### src/rtl/can_glue_pkg.sv
package can_glue_pkg;
    localparam int            HOST_AW      = 7;
    localparam int            HOST_DW      = 32;
    localparam int            CORE_AW      = 5;
    localparam int            CORE_DW      = 8;
    localparam logic [6:0]    CSR_OFS      = 7'h38;
    localparam int            CSR_EN_BIT   = 13;
    localparam int            CSR_STAT_BIT = 23;
    localparam logic [6:0]    ID_OFS       = 7'h07;
    localparam int            ID_VERSION   = 13;
endpackage

### src/rtl/cg_bridge_csr.sv
module cg_bridge_csr
    import can_glue_pkg::*;
#(
    parameter int              AW       = HOST_AW,
    parameter int              DW       = HOST_DW,
    parameter logic [AW-1:0]   OFS      = CSR_OFS,
    parameter int              EN_BIT   = CSR_EN_BIT,
    parameter int              STAT_BIT = CSR_STAT_BIT
) (
    input  logic          clk,
    input  logic          rst,
    input  logic          sel,
    input  logic          rd,
    input  logic          wr,
    input  logic [AW-1:0] addr,
    input  logic [DW-1:0] wdata,
    input  logic          core_irq,
    output logic [DW-1:0] rdata,
    output logic          host_irq
);
    typedef struct packed {
        logic [DW-1:0] csr;
        logic          lvl;
        logic          pin;
        logic [DW-1:0] rdata;
    } st_t;

    st_t  s_d, s_q;
    logic hit_rd, hit_wr, en_now, en_next;

    always_comb begin
        s_d       = s_q;
        s_d.rdata = '0;
        s_d.lvl   = core_irq;
        hit_rd    = sel && rd && (addr == OFS);
        hit_wr    = sel && wr && (addr == OFS);
        en_now    = s_q.csr[EN_BIT];
        en_next   = hit_wr ? wdata[EN_BIT] : en_now;
        if (hit_rd) begin
            s_d.rdata           = s_q.csr;
            s_d.rdata[STAT_BIT] = core_irq;
        end
        if (hit_wr) s_d.csr = wdata;
        if (hit_wr && core_irq && (en_next != en_now))
            s_d.pin = en_next;
        else if ((core_irq != s_q.lvl) && en_now)
            s_d.pin = core_irq;
    end

    always_ff @(posedge clk) begin
        if (rst) s_q <= '0;
        else     s_q <= s_d;
    end

    assign rdata    = s_q.rdata;
    assign host_irq = s_q.pin;

    a_r4_pin_tracks_gate: assert property (@(posedge clk) disable iff (rst)
        !$past(rst) |-> (host_irq == ($past(core_irq) & s_q.csr[EN_BIT])));
    a_r3_live_status: assert property (@(posedge clk) disable iff (rst)
        (!$past(rst) && $past(hit_rd)) |-> (rdata[STAT_BIT] == $past(core_irq)));
    a_r1_other_offset_zero: assert property (@(posedge clk) disable iff (rst)
        (!$past(rst) && $past(sel && rd && (addr != OFS))) |-> (rdata == '0));
    a_r2_word_held: assert property (@(posedge clk) disable iff (rst)
        (!$past(rst) && !$past(hit_wr)) |-> $stable(s_q.csr));
endmodule

### src/rtl/cg_ctrl_pass.sv
module cg_ctrl_pass
    import can_glue_pkg::*;
#(
    parameter int AW  = HOST_AW,
    parameter int DW  = HOST_DW,
    parameter int CAW = CORE_AW,
    parameter int CDW = CORE_DW
) (
    input  logic           clk,
    input  logic           rst,
    input  logic           sel,
    input  logic           rd,
    input  logic           wr,
    input  logic [AW-1:0]  addr,
    input  logic [CDW-1:0] wbyte,
    input  logic [CDW-1:0] core_rdata,
    output logic           core_rd,
    output logic           core_wr,
    output logic [CAW-1:0] core_addr,
    output logic [CDW-1:0] core_wdata,
    output logic [DW-1:0]  rdata
);
    typedef struct packed {
        logic [DW-1:0] rdata;
    } st_t;

    st_t  s_d, s_q;
    logic in_range;

    always_comb begin
        in_range   = (addr[AW-1:CAW] == '0);
        core_rd    = sel && rd && in_range;
        core_wr    = sel && wr && in_range;
        core_addr  = addr[CAW-1:0];
        core_wdata = wbyte;
        s_d.rdata  = '0;
        if (core_rd) s_d.rdata[CDW-1:0] = core_rdata;
    end

    always_ff @(posedge clk) begin
        if (rst) s_q <= '0;
        else     s_q <= s_d;
    end

    assign rdata = s_q.rdata;

    a_r6_byte_returned: assert property (@(posedge clk) disable iff (rst)
        (!$past(rst) && $past(core_rd)) |-> (rdata == DW'($past(core_rdata))));
    a_r7_high_offset_zero: assert property (@(posedge clk) disable iff (rst)
        (!$past(rst) && $past(sel && rd && !in_range)) |-> (rdata == '0));
endmodule

### src/rtl/cg_ident_rom.sv
module cg_ident_rom
    import can_glue_pkg::*;
#(
    parameter int            AW      = HOST_AW,
    parameter int            DW      = HOST_DW,
    parameter logic [AW-1:0] OFS     = ID_OFS,
    parameter int            VERSION = ID_VERSION
) (
    input  logic          clk,
    input  logic          rst,
    input  logic          sel,
    input  logic          rd,
    input  logic [AW-1:0] addr,
    output logic [DW-1:0] rdata
);
    localparam logic [7:0] ID_BYTE = {4'(VERSION), 4'h0};

    typedef struct packed {
        logic [DW-1:0] rdata;
    } st_t;

    st_t s_d, s_q;

    always_comb begin
        s_d.rdata = '0;
        if (sel && rd && (addr == OFS)) s_d.rdata = DW'(ID_BYTE);
    end

    always_ff @(posedge clk) begin
        if (rst) s_q <= '0;
        else     s_q <= s_d;
    end

    assign rdata = s_q.rdata;

    a_r8_version_byte: assert property (@(posedge clk) disable iff (rst)
        (!$past(rst) && $past(sel && rd && (addr == OFS))) |-> (rdata == DW'(8'hD0)));
endmodule

### src/rtl/can_host_glue.sv
module can_host_glue
    import can_glue_pkg::*;
#(
    parameter int AW  = HOST_AW,
    parameter int DW  = HOST_DW,
    parameter int CAW = CORE_AW,
    parameter int CDW = CORE_DW
) (
    input  logic           clk,
    input  logic           rst,
    input  logic           bridge_sel,
    input  logic           ctrl_sel,
    input  logic           ident_sel,
    input  logic           rd_en,
    input  logic           wr_en,
    input  logic [AW-1:0]  addr,
    input  logic [DW-1:0]  wdata,
    output logic [DW-1:0]  rdata,
    output logic           core_rst,
    output logic           core_rd,
    output logic           core_wr,
    output logic [CAW-1:0] core_addr,
    output logic [CDW-1:0] core_wdata,
    input  logic [CDW-1:0] core_rdata,
    input  logic           core_irq,
    output logic           host_irq
);
    typedef struct packed {
        logic core_rst;
    } st_t;

    st_t           s_d, s_q;
    logic [DW-1:0] rd_bridge, rd_ctrl, rd_ident;

    cg_bridge_csr #(.AW(AW), .DW(DW)) u_bridge (
        .clk(clk), .rst(rst), .sel(bridge_sel), .rd(rd_en), .wr(wr_en),
        .addr(addr), .wdata(wdata), .core_irq(core_irq),
        .rdata(rd_bridge), .host_irq(host_irq)
    );

    cg_ctrl_pass #(.AW(AW), .DW(DW), .CAW(CAW), .CDW(CDW)) u_ctrl (
        .clk(clk), .rst(rst), .sel(ctrl_sel), .rd(rd_en), .wr(wr_en),
        .addr(addr), .wbyte(wdata[CDW-1:0]), .core_rdata(core_rdata),
        .core_rd(core_rd), .core_wr(core_wr), .core_addr(core_addr),
        .core_wdata(core_wdata), .rdata(rd_ctrl)
    );

    cg_ident_rom #(.AW(AW), .DW(DW)) u_ident (
        .clk(clk), .rst(rst), .sel(ident_sel), .rd(rd_en), .addr(addr),
        .rdata(rd_ident)
    );

    always_comb begin
        s_d.core_rst = rst;
    end

    always_ff @(posedge clk) begin
        s_q <= s_d;
    end

    assign core_rst = s_q.core_rst;
    assign rdata    = rd_bridge | rd_ctrl | rd_ident;

    a_r5_read_latency: assert property (@(posedge clk) disable iff (rst)
        (!$past(rst) && (rdata != '0)) |-> $past(rd_en));
endmodule

### config.mk
export PLATFORM = sky130hd
export DESIGN_NAME = can_host_glue
export DESIGN_NICKNAME = d
export VERILOG_FILES = /design/src/rtl/can_glue_pkg.sv /design/src/rtl/cg_bridge_csr.sv /design/src/rtl/cg_ctrl_pass.sv /design/src/rtl/cg_ident_rom.sv /design/src/rtl/can_host_glue.sv
export SDC_FILE = /design/constraint.sdc
export NUM_CORES = 1
export LEC_CHECK = 0
export ABC_AREA = 1
export BUFFER_PORTS_ARGS = -buffer_cell sky130_fd_sc_hd__buf_2
export CORE_MARGIN = 8
export CORE_UTILIZATION = 44
export DETAILED_ROUTE_END_ITERATION = 8
export GPL_TIMING_DRIVEN = 0
export HOLD_SLACK_MARGIN = 0.12
export PLACE_DENSITY = 0.75
export SYNTH_ARGS = -nofsm -noshare
export SYNTH_HDL_FRONTEND = slang
export SYNTH_SLANG_ARGS = --single-unit
### constraint.sdc
create_clock -name clk -period 1.3 [get_ports clk]
set_clock_uncertainty 0.15 [all_clocks]
set_input_delay 0.39 -clock clk [delete_from_list [all_inputs] [get_ports clk]]
set_output_delay 0.39 -clock clk [all_outputs]
set_load 0.005 [all_outputs]
==> reports/qor.csv <==
stage,metric,value,unit
die,# rows,29,
route,Via density,4.45,
worst_setup_path,crit-path cells,or2_4 -> buf_6,
die,Die Width,96.9,um
route,DRT Pass-1 Iters,6,
cts,"Reg clk slew, reported paths",0.08,ns
power_and_ir_drop,pwr/cell area,1020,nW/um^2
worst_setup_path,Worst Path Arrival,1.00,ns
final_layout,share of cells above drive strength 1,58.3,%
place,Post-DP HPWL,4.69,mm
timing,"Min Clock Period, post-route",1.54,ns
worst_setup_path,Worst Path Required,0.76,ns
cts,CTS tree,built,
route,# DRC,0,
cts,Root Buffer,clkbuf_8,
worst_setup_path,Setup CP Type,reg2out,
global_route,initial antenna violation count,0,
global_route,vias in the first global route,2324,
worst_setup_path,slowest CP cell,dfxtp_1,
final_layout,final core occ,68.1,%
timing,Max Slew Vio Count,0,
synthesis,"flops & latches, synth",75,
timing,RSZ-0062 raised after global routing,true,
timing,Fin. Hold Viols,0,
cts,clk_lat worst skew,0.34,ns
die,Die H,96.9,um
route,via count,2307,
global_route,pin count of the biggest net entering global routing,14,
outcome,status,finished with violations,
cts,clock sink count,75,
synthesis,syn nets,378,
cts,Bufs on Longest Clock Path,2,
synthesis,Mapped Area,2880,um^2
synthesis,Syn Area/Cell,8.91,um^2
timing,f_max,0.651,GHz
power_and_ir_drop,Max VDD drop,0.672,mV
synthesis,Post-Syn Instances,323,
run,max-cap viol count,0,
timing,setup violators final,62,
final_layout,Layout Nets,491,
power_and_ir_drop,Pleak,1.88,nW
final_layout,number of diodes,0,
worst_setup_path,Crit. End Element,primary output,
hold_path,Tightest Hold Check Type,in2reg,
global_route,GRT overflow,0,
timing,crit share post-route,118,%
route,WL/cell,13.8,um
worst_setup_path,Max stage delay on crit path,0.31,ns
route,Initial DRC Count,43,
die,I/O Pins,104,
synthesis,yosys warns,0,
timing,relative slew slack,74.8,%
die,Core Footprint,6350,um^2
place,Final GP Congestion,0.777,
global_route,Tot GR Track Use,14.4,%
synthesis,sequential cell area fraction in the yosys report,52.2,%
cts,total CTS buffers,9,
route,Routed WL,7.13,mm
timing,post-route worst setup slack,-0.236,ns
die,Die ar.,9390,um^2
place,I/O Buffers,102,
final_layout,area grow syn2layout,50.1,%
die,Initial Util,45.3,%
worst_setup_path,crit path launch type,flop,
worst_setup_path,CP max FO,1,
global_route,first-pass GRT wire length,11.2,mm
timing,Worst-Margin Slew,0.377,ns
synthesis,post-synth cell types,19,
outcome,failing checks,setup timing,
route,post-route ant nets,0,
power_and_ir_drop,Power Total,0.00441,W
cts,number of H-tree levels,3,
[cells in the final DEF, fill, tap and decap left out, types with 19 or more instances in the layout]
cell,instances
nor2_2,20
buf_2,66
a21oi_1,30
buf_6,37
o21ai_2,20
dfxtp_1,49
dfxtp_2,26
nor2_1,19
buf_4,20
inv_1,45
[report_power, final]
| group | total [W] | internal, W | switching, W |
|---|---|---|---|
| sequential | 0.00230 | 0.00230 | 0.00000212 |
| clock | 0.00175 | 0.000891 | 0.000857 |
| combinational | 0.000357 | 0.000194 | 0.000163 |
[flip-flops by register name (all words and copies together) (netlist names)]
register,flops
u_bridge.s_q,31
u_ident.rdata,1
u_ctrl.rdata,8
u_bridge.en_now,1
core_rst,1
u_bridge.rdata,32
u_bridge.host_irq,1
[Yosys cell counts]
library cell  instances  area share (%)
nor2_1               23             3.0
dfxtp_1              75              52
clkbuf_1              3            0.39
nand2_1              18             2.3
buf_4                37             9.6
nor3_1                1            0.17
o21ai_2               2            0.61
nand3_4               1            0.61
nor2_2               30             6.5
o21ai_1              28             4.9
buf_6                 9             3.5
a21oi_1              32             5.6
nand3_1               1            0.17
nor2_4                3             1.2
nand3b_1              1            0.26
inv_1                50             6.5
or2_2                 5             1.1
nand4_1               3            0.65
nand4_4               1            0.74
[timing repair]
action | 4_1_cts | 5_1_grt
gates resized for setup | 60 | 66
hold endpoints to repair | 10 | 0
pin swaps | 5 | 10
setup buffers | 3 | 5
setup endpoints to repair | 42 | 83
gates cloned | 0 | 6
hold buffers | 10 | 0
[worst max-delay path, delay by kind of cell, from the launching register on]
family,cells,cell delay (ns)
flops,1,0.31
buf+inv,1,0.11
simple gates,1,0.24
[kinds of logic after synthesis]
| logic type | after synthesis | share of synthesized area, % |
|---|---|---|
| AOI/OAI and AO/OA | 62 | 11.0 |
| DFF | 75 | 52.2 |
| buffers and inverters | 99 | 20.1 |
| and+or+nand+nor | 87 | 16.7 |
[through the flow]
stage	hold WS (ns)	TNS, ns	std cells	cell area [um^2]	setup slack, ns
2_1_floorplan	0.266	0	323	2910	0.000274
3_3_place_gp	0.274	-18.00	502	3510	-0.316
3_5_place_dp	0.282	-19.05	502	3510	-0.382
4_1_cts	0.138	-2.52	507	3900	-0.255
5_1_grt	0.149	-5.66	518	4320	-0.288
6_report	0.158	-2.74	518	4320	-0.236
[area by class of cell]
class / count / area, um^2
fillers: 506 / 2030
flip-flops and latches: 75 / 1530
repair buffers: 125 / 1050
multi-input cells: 150 / 1000
plain buffers: 25 / 248
inverters: 50 / 200
clock buffers: 10 / 128
well taps: 77 / 96.3
clock inverters: 6 / 65.1
[path summary, 6_finish.rpt]
kind / start / end / slack [ns] / depth (start not counted)
setup / recovery: u_bridge.rdata[5] / rdata[5] / -0.24 / 2
hold / removal: wdata[17] / u_bridge.s_q[51] / 0.16 / 3
setup reg to reg: u_bridge.host_irq / u_bridge.host_irq / 0.35 / 5
hold reg to reg: u_bridge.s_q[64] / u_bridge.rdata[30] / 0.28 / 2
[layer usage]
layer,up-vias,GRT usage (%),wire length [um]
li1,1184,-,-
met1,1037,16.8,3100
met2,75,23.1,3490
met3,11,6.05,449
met4,0,4.97,93
met5,-,0,0
Note: power is estimated with default switching activity, not from simulation.
